`src/rtl/pr_pkg.sv`:
```
package pr_pkg;

  typedef enum logic {
    LVL_LOW  = 1'b0,
    LVL_HIGH = 1'b1
  } level_e;

  // Convert microseconds to clock ticks.
  function automatic int unsigned us_to_ticks(input int unsigned us, input int unsigned tpu);
    return us * tpu;
  endfunction

  // Edge records that can be outstanding: edges inside one latency window plus margin.
  function automatic int unsigned ring_depth(input int unsigned delay_t, input int unsigned min_t);
    return (delay_t / min_t) + 2;
  endfunction

endpackage

```
`src/rtl/pr_edge_sync.sv`:
```
module pr_edge_sync #(
  parameter int STAGES = 2
) (
  input  logic clk,
  input  logic rst,
  input  logic din,
  output logic rise
);

  logic [STAGES-1:0] chain;
  logic              last_q;

  generate
    if (STAGES == 1) begin : g_single
      always_ff @(posedge clk) begin
        if (rst) chain <= '0;
        else     chain <= din;
      end
    end else begin : g_multi
      always_ff @(posedge clk) begin
        if (rst) chain <= '0;
        else     chain <= {chain[STAGES-2:0], din};
      end
    end
  endgenerate

  always_ff @(posedge clk) begin
    if (rst) last_q <= 1'b0;
    else     last_q <= chain[STAGES-1];
  end

  assign rise = chain[STAGES-1] & ~last_q;

  // A detected rise lasts one cycle, however long the input stays high.
  p_single_rise_r6: assert property (@(posedge clk) disable iff (rst)
    rise |=> !rise);

endmodule

```
`src/rtl/pr_stamp_ring.sv`:
```
module pr_stamp_ring #(
  parameter int TSW   = 14,
  parameter int DEPTH = 4,
  parameter int CNTW  = 3
) (
  input  logic            clk,
  input  logic            rst,
  input  logic            push,
  input  logic [TSW-1:0]  push_ts,
  input  logic            pop,
  output logic [TSW-1:0]  head_ts,
  output logic [TSW-1:0]  next_ts,
  output logic [CNTW-1:0] fill
);

  localparam int PW = (DEPTH > 1) ? $clog2(DEPTH) : 1;

  logic [TSW-1:0] mem [DEPTH];
  logic [PW-1:0]  wr_ptr;
  logic [PW-1:0]  rd_ptr;
  logic           accept;

  function automatic logic [PW-1:0] bump(input logic [PW-1:0] p);
    return (p == PW'(DEPTH - 1)) ? '0 : p + 1'b1;
  endfunction

  assign accept = push && ((fill < CNTW'(DEPTH)) || pop);

  // Storage without reset so it can map onto distributed or block memory.
  always_ff @(posedge clk) begin
    if (accept) mem[wr_ptr] <= push_ts;
  end

  always_ff @(posedge clk) begin
    if (rst) begin
      wr_ptr <= '0;
      rd_ptr <= '0;
      fill   <= '0;
    end else begin
      if (accept) wr_ptr <= bump(wr_ptr);
      if (pop)    rd_ptr <= bump(rd_ptr);
      fill <= fill + CNTW'(accept) - CNTW'(pop);
    end
  end

  assign head_ts = mem[rd_ptr];
  assign next_ts = mem[bump(rd_ptr)];

  // No edge record may be dropped for lack of space.
  p_no_overflow_r11: assert property (@(posedge clk) disable iff (rst)
    push |-> ((fill < CNTW'(DEPTH)) || pop));

  // The scheduler only retires records that exist.
  p_pop_nonempty_r8: assert property (@(posedge clk) disable iff (rst)
    pop |-> (fill != '0));

endmodule

```
`src/rtl/pr_out_sched.sv`:
```
module pr_out_sched
  import pr_pkg::*;
#(
  parameter int          TSW         = 14,
  parameter int          CNTW        = 3,
  parameter int unsigned DELAY_TICKS = 2500,
  parameter int unsigned MIN_TICKS   = 1000
) (
  input  logic            clk,
  input  logic            rst,
  input  logic [TSW-1:0]  now,
  input  logic [CNTW-1:0] fill,
  input  logic [TSW-1:0]  head_ts,
  input  logic [TSW-1:0]  next_ts,
  input  logic            push,
  output logic            pop,
  output logic            pulse_out
);

  level_e         lvl;
  logic [TSW-1:0] fall_at;
  logic [TSW-1:0] elapsed;
  logic [TSW-1:0] span;
  logic           due;
  logic           have_next;
  logic           two_held;

  always_comb begin
    elapsed   = now - head_ts;
    two_held  = (fill > CNTW'(1));
    due       = (fill != '0) && (elapsed == TSW'(DELAY_TICKS));
    // Successor may be arriving on the very cycle the head falls due.
    have_next = two_held || push;
    span      = two_held ? (next_ts - head_ts) : elapsed;
  end

  assign pop = due;

  always_ff @(posedge clk) begin
    if (rst) begin
      lvl     <= LVL_LOW;
      fall_at <= '0;
    end else if (due && have_next) begin
      lvl     <= LVL_HIGH;
      fall_at <= now + (span >> 1);
    end else if ((lvl == LVL_HIGH) && (now == fall_at)) begin
      lvl <= LVL_LOW;
    end
  end

  assign pulse_out = (lvl == LVL_HIGH);

  // Checker state: length of the current high phase and gap since the last rise.
  logic [TSW-1:0] hi_cnt;
  logic [TSW-1:0] gap_cnt;
  logic           rose_once;

  always_ff @(posedge clk) begin
    if (rst) begin
      hi_cnt    <= '0;
      gap_cnt   <= '0;
      rose_once <= 1'b0;
    end else begin
      hi_cnt <= pulse_out ? hi_cnt + 1'b1 : '0;
      if (due && have_next) begin
        gap_cnt   <= '0;
        rose_once <= 1'b1;
      end else if (gap_cnt != '1) begin
        gap_cnt <= gap_cnt + 1'b1;
      end
    end
  end

  // High phase never exceeds half of the longest measurable interval.
  p_high_bounded_r4: assert property (@(posedge clk) disable iff (rst)
    pulse_out |-> (hi_cnt <= TSW'(DELAY_TICKS / 2)));

  // Successive output rises are no closer than the shortest input period.
  p_rise_spacing_r5: assert property (@(posedge clk) disable iff (rst)
    (due && have_next && rose_once) |-> (gap_cnt >= TSW'(MIN_TICKS - 1)));

endmodule

```
`src/rtl/pulse_regen.sv`:
```
module pulse_regen #(
  parameter int unsigned TICKS_PER_US  = 1,
  parameter int unsigned MIN_PERIOD_US = 1000,
  parameter int unsigned MAX_PERIOD_US = 2500,
  parameter int          SYNC_STAGES   = 2
) (
  input  logic clk,
  input  logic rst,
  input  logic pulse_in,
  output logic square_out
);

  localparam int unsigned DELAY_TICKS = pr_pkg::us_to_ticks(MAX_PERIOD_US, TICKS_PER_US);
  localparam int unsigned MIN_TICKS   = pr_pkg::us_to_ticks(MIN_PERIOD_US, TICKS_PER_US);
  localparam int          TSW         = $clog2(2 * DELAY_TICKS + 1) + 1;
  localparam int          DEPTH       = int'(pr_pkg::ring_depth(DELAY_TICKS, MIN_TICKS));
  localparam int          CNTW        = $clog2(DEPTH + 1);

  logic            rise;
  logic [TSW-1:0]  now;
  logic            pop;
  logic [TSW-1:0]  head_ts;
  logic [TSW-1:0]  next_ts;
  logic [CNTW-1:0] fill;

  always_ff @(posedge clk) begin
    if (rst) now <= '0;
    else     now <= now + 1'b1;
  end

  pr_edge_sync #(
    .STAGES (SYNC_STAGES)
  ) u_sync (
    .clk  (clk),
    .rst  (rst),
    .din  (pulse_in),
    .rise (rise)
  );

  pr_stamp_ring #(
    .TSW   (TSW),
    .DEPTH (DEPTH),
    .CNTW  (CNTW)
  ) u_ring (
    .clk     (clk),
    .rst     (rst),
    .push    (rise),
    .push_ts (now),
    .pop     (pop),
    .head_ts (head_ts),
    .next_ts (next_ts),
    .fill    (fill)
  );

  pr_out_sched #(
    .TSW         (TSW),
    .CNTW        (CNTW),
    .DELAY_TICKS (DELAY_TICKS),
    .MIN_TICKS   (MIN_TICKS)
  ) u_sched (
    .clk       (clk),
    .rst       (rst),
    .now       (now),
    .fill      (fill),
    .head_ts   (head_ts),
    .next_ts   (next_ts),
    .push      (rise),
    .pop       (pop),
    .pulse_out (square_out)
  );

  // Checker state: saturating count of edges seen since reset.
  logic [1:0] edges_seen;
  always_ff @(posedge clk) begin
    if (rst)                           edges_seen <= '0;
    else if (rise && edges_seen != 2'd2) edges_seen <= edges_seen + 1'b1;
  end

  p_reset_low_r1: assert property (@(posedge clk)
    rst |=> !square_out);

  p_needs_two_edges_r2: assert property (@(posedge clk) disable iff (rst)
    square_out |-> (edges_seen == 2'd2));

endmodule

```
`config.mk`:
```
export PLATFORM = sky130hd
export DESIGN_NAME = pulse_regen
export DESIGN_NICKNAME = d
export VERILOG_FILES = /design/src/rtl/pr_pkg.sv /design/src/rtl/pr_edge_sync.sv /design/src/rtl/pr_stamp_ring.sv /design/src/rtl/pr_out_sched.sv /design/src/rtl/pulse_regen.sv
export SDC_FILE = /design/constraint.sdc
export NUM_CORES = 1
export LEC_CHECK = 0
export ABC_AREA = 1
export BUFFER_PORTS_ARGS = -buffer_cell sky130_fd_sc_hd__buf_2
export CORE_AREA = 10 10 117 119
export CTS_BUF_LIST = sky130_fd_sc_hd__clkbuf_8 sky130_fd_sc_hd__clkbuf_16
export DETAILED_ROUTE_END_ITERATION = 6
export DIE_AREA = 0 0 127 129
export GPL_TIMING_DRIVEN = 0
export PLACE_DENSITY = 0.71
export SLEW_MARGIN = 10
export SYNTH_ARGS = -nofsm -noshare
export SYNTH_HDL_FRONTEND = slang
export SYNTH_SLANG_ARGS = --single-unit
```
`constraint.sdc`:
```
create_clock -name clk -period 10.6 [get_ports clk]
set_input_delay 1.59 -clock clk [delete_from_list [all_inputs] [get_ports clk]]
set_output_delay 1.59 -clock clk [all_outputs]
set_load 0.1 [all_outputs]
```
==> results.md <==
Run status:
- The flow ran to the end, and the final reports show no timing, DRC or antenna violations.

Setup path:
- The critical path's most frequent cell is o21ai_0.
- At the worst endpoint, the arrival time is 5.25 ns.
- The required time reported for the critical path endpoint is 10.85 ns.
- In this run the critical register-to-register path is captured at u_sched.fall_at[12]$_SDFFE_PP0P_.
- For this run, the slowest stage of the critical path takes 0.51 ns.
- The register-to-register setup slack is 5.61 ns.
- The startpoint of the worst register-to-register path is u_ring.rd_ptr[0]$_SDFFE_PP0P_.
- STA classifies the critical path startpoint as a flip-flop.
- On the critical path, the stage with the largest delay is an instance of buf_1.
- The path type of the worst setup path is flip-flop to flip-flop.
- The number of cells on the worst reg-to-reg path is 28.
- STA classifies the critical path endpoint as a flip-flop.
- Of all nets on the critical path, the largest fanout is 10.

Route:
- The routed length per placed instance is 18.20 um.
- Dividing the detail-routed via count by the number of cells gives 5.860.
- The number of DRC violations after detailed routing is 0.
- Across all layers, the routed design uses 6071 vias.
- After the first detailed-routing iteration, the DRC count stood at 537.
- The detailed-router iteration count before antenna repair is 6.
- Wires add up to 18860 um.
- The count of nets left with antenna violations once routing finished came out at 0.

Placed design:
- Input and output buffers added on the ports amount to 3.
- Detailed placement finished with a half-perimeter wire length of 14070 um.
- The placed instance area is 0.006823 mm^2.
- The placer's final routability congestion estimate is 0.9066.
- After detailed placement, the design holds a cell count of 1020.

STA:
- After layout, the minimum clock period comes to 4.994 ns.
- The final cycle utilization of the critical path is 47.11%.
- The worst-case headroom to the max-slew limit is 39.23%.
- For the final routed database, the setup TNS stands at 0 ns.
- Setup repair after global routing left no endpoint under its margin.
- The final-report setup violation count is 0.
- The final hold violation count is 0.
- Based on the critical path, the design can be clocked at up to 200.3 MHz.
- For the pin with the worst max-slew slack, the measured transition is 0.9105 ns.
- The number of pins with negative max-slew slack in the final report was 0.
- The clock tree skew after final layout is 0.01071 ns.

Global routing:
- For this run, global-route usage on met1 was measured as 28.54%.
- For this run, global-route usage on met3 was measured as 3.778%.
- Across every metal layer, demand over resource in global routing totals 22.93%.
- The number of global-route vias before repair is 5872.
- Entering global routing, the biggest net connects 18 pins.
- Summed over all layers, the global routing overflow is 0.
- After global routing, the most crowded layer is met2.
- The first global-routing pass estimated 29770 um of wire.
- For met2 alone, demand over resource in global routing was 37.94%.
- The number of antenna violations at the first check in global routing is 0.

Logic synthesis:
- The Yosys step of the flow raised 0 warnings.
- Summing the sequential cell areas from Yosys gives 37.81% of the chip area.
- The synthesized netlist contains 45 unique library cells.
- The cell count after synthesis came out at 874.
- The most common flop cell mapped by yosys is edfxtp_1.
- The netlist area before placement is 0.006619 mm^2.
- The total of flip-flops plus latches after synthesis is 97.
- In this run the mean area of a mapped cell was 7.573 um^2.
- In the synthesized netlist the async set-or-reset flop fraction comes to 0%.
- The net count after synthesis is 933.
- The number of enable flip-flop cells after synthesis is 56.

Clocking:
- The clock latency on the worst-skew pair is 0.36 ns.
- The maximum level of the CTS H-tree is 3.
- CTS placed an instance of clkbuf_16 at the clock tree root.
- After clock tree synthesis, the setup repair step added 0 buffers.
- Post-CTS repair changed the size of 0 cells.
- The clock input transition at the sequential cells of the worst setup and hold paths is 0.07 ns.
- The cts-stage hold buffer count is 0.
- The clock tree from TritonCTS is built.
- The longest clock path from root to sink contains 2 buffers.
- In this run, CTS created clock tree buffers numbering 9.
- CTS saw 97 sinks.

Cells and area:
- From synthesis to final layout, the design area changed by 8.053%.
- The final core area utilization is 63.17%.
- The number of fill cells is 995.
- The final non-filler cell area is 0.007152 mm^2.
- The layout net count is 947.
- For this run, the number of standard cells in the final layout without fillers is 1036.
- The number of antenna diodes in the final layout is 0.
- In the final layout, flip-flops and latches occupy 0.002502 mm^2.
- The multi-input combinational cells in the finished layout cover a total of 0.003649 mm^2.
- The post-route netlist has 6.271% of its cells at a drive strength greater than 1.

Die:
- The area of the die is 0.01638 mm^2.
- Once the floorplan was initialized, standard cells occupied 58.47% of the core.
- The overall die height is 129 um.
- The top-level port count is 4.
- Row generation in the floorplan step produced 39 rows.
- The area of the placeable core is 0.01132 mm^2.
- Measured along the x axis, the die boundary spans 127 um.

Power:
- The leakage dissipation is 3.136 nW.
- The power density over the cells is 120.8 mW/mm^2.
- IR analysis of the VDD net gives a maximum drop of 0.09951 mV.
- After layout, the design draws a total of 0.0008639 W.

Hold path:
- The worst hold path terminates at u_sync.chain[1]$_SDFF_PP0_.
- The worst hold path begins at u_sync.chain[0]$_SDFF_PP0_.
- Along the worst hold path, the cell count comes to 2.
- The worst hold path belongs to the class flip-flop to flip-flop.

Job:
- The reported max-cap violation count is 0.
-- cells in the final DEF (no fill, tap or decap), types with 2 or more instances in the layout --
cell type / synthesis / layout
nand2_1: 180 / 180
nor2_1: 116 / 112
inv_1: 89 / 89
o21ai_0: 82 / 82
a21oi_1: 75 / 75
edfxtp_1: 56 / 56
ha_1: 52 / 52
nand3_1: 50 / 50
dfxtp_1: 41 / 41
xor2_1: 18 / 18
clkbuf_1: 17 / 17
xnor2_1: 11 / 11
nand4_1: 10 / 10
clkbuf_16: 0 / 10
nor3_1: 8 / 8
nor2_2: 2 / 6
buf_2: 3 / 6
inv_2: 5 / 5
o22ai_1: 5 / 5
nand2_2: 4 / 4
or2_2: 4 / 4
fa_1: 4 / 4
buf_6: 3 / 3
nand3_2: 3 / 3
nand3b_1: 3 / 3
a21oi_2: 3 / 3
o21a_1: 3 / 3
nor4_1: 3 / 3
nor2_4: 2 / 2
and3_1: 2 / 2
o211ai_1: 2 / 2
buf_1: 2 / 2
a21o_1: 2 / 2
a31oi_1: 2 / 2
inv_6: 0 / 2
-- Yosys cell counts (8+ instances only) --
cell        n  share of area (%)
inv_1      89                5.0
nand2_1   180                 10
clkbuf_1   17               0.96
xor2_1     18                2.4
nand4_1    10               0.95
dfxtp_1    41                 12
xnor2_1    11                1.5
edfxtp_1   56                 25
a21oi_1    75                5.7
nor3_1      8               0.60
nor2_1    116                6.6
o21ai_0    82                6.2
ha_1       52                9.8
nand3_1    50                3.8
-- sequential cells by signal, summed over array words and instances (netlist names), 2 cells and up, named ones only --
register,cells
u_ring.mem,56
u_ring.fill,3
u_ring.wr_ptr,2
u_sched.fall_at,14
u_sync.chain,2
now,14
u_ring.rd_ptr,2
-- metrics by stage --
step                hold WS, ns  setup slack, ns
floorplan                0.3883            6.887
global placement         0.3926            5.669
detailed placement       0.3928            5.842
CTS                      0.4125            5.802
global route             0.4282            5.146
finish                   0.4117            5.606
-- cell families after synthesis --
family / share of synthesized area (%)
compound gates: 14.59
xor+xnor: 4.083
fa+ha+maj: 11.04
buf+inv: 7.221
flops: 37.81
simple gates: 25.26
-- how the worst max path moves through the flow --
stage                                   from                                to  slack, ns  cells after the start
2_1_floorplan  u_ring.rd_ptr[0]$_SDFFE_PP0P_  u_sched.fall_at[12]$_SDFFE_PP0P_       6.89                     27
3_3_place_gp                       flip-flop        u_ring.mem[2][5]$_DFFE_PP_       5.67                     17
3_5_place_dp   u_ring.rd_ptr[0]$_SDFFE_PP0P_  u_sched.fall_at[12]$_SDFFE_PP0P_       5.84                     27
4_1_cts        u_ring.rd_ptr[0]$_SDFFE_PP0P_  u_sched.fall_at[12]$_SDFFE_PP0P_       5.80                     27
5_1_grt        u_ring.rd_ptr[0]$_SDFFE_PP0P_  u_sched.fall_at[12]$_SDFFE_PP0P_       5.15                     27
6_report       u_ring.rd_ptr[0]$_SDFFE_PP0P_  u_sched.fall_at[12]$_SDFFE_PP0P_       5.61                     28
-- power by group --
part           switching [W]  total (W)  internal [W]
logic              0.0000663   0.000101     0.0000348
clock network       0.000150   0.000357      0.000207
registers         0.00000571   0.000406      0.000401
-- layer usage --
layer	wire length, um	vias to the layer above
li1	-	2956
met1	7887	2803
met2	8831	264
met3	1389	48
met4	751	0
met5	0	-
-- area by class of cell --
| cell class | count | area share, % |
|---|---|---|
| repair buffers | 3 | 0.2099 |
| clock inverters | 5 | 0.9097 |
| multi-input cells | 657 | 51.01 |
| well taps | 143 | 2.502 |
| clock buffers | 11 | 3.691 |
| inverters | 95 | 5.003 |
| flip-flops and latches | 97 | 34.99 |
| plain buffers | 25 | 1.679 |
-- critical path, delay by kind of cell (launching register included) --
family / cells / cell delay, ns
adder cells (fa/ha/maj): 3 / 1.00
buffers and inverters: 4 / 1.09
AO/OA/AOI/OAI: 11 / 1.55
flip-flops: 1 / 0.36
AND/OR/NAND/NOR: 10 / 0.88
No activity file was read; power rests on OpenSTA's default activity.
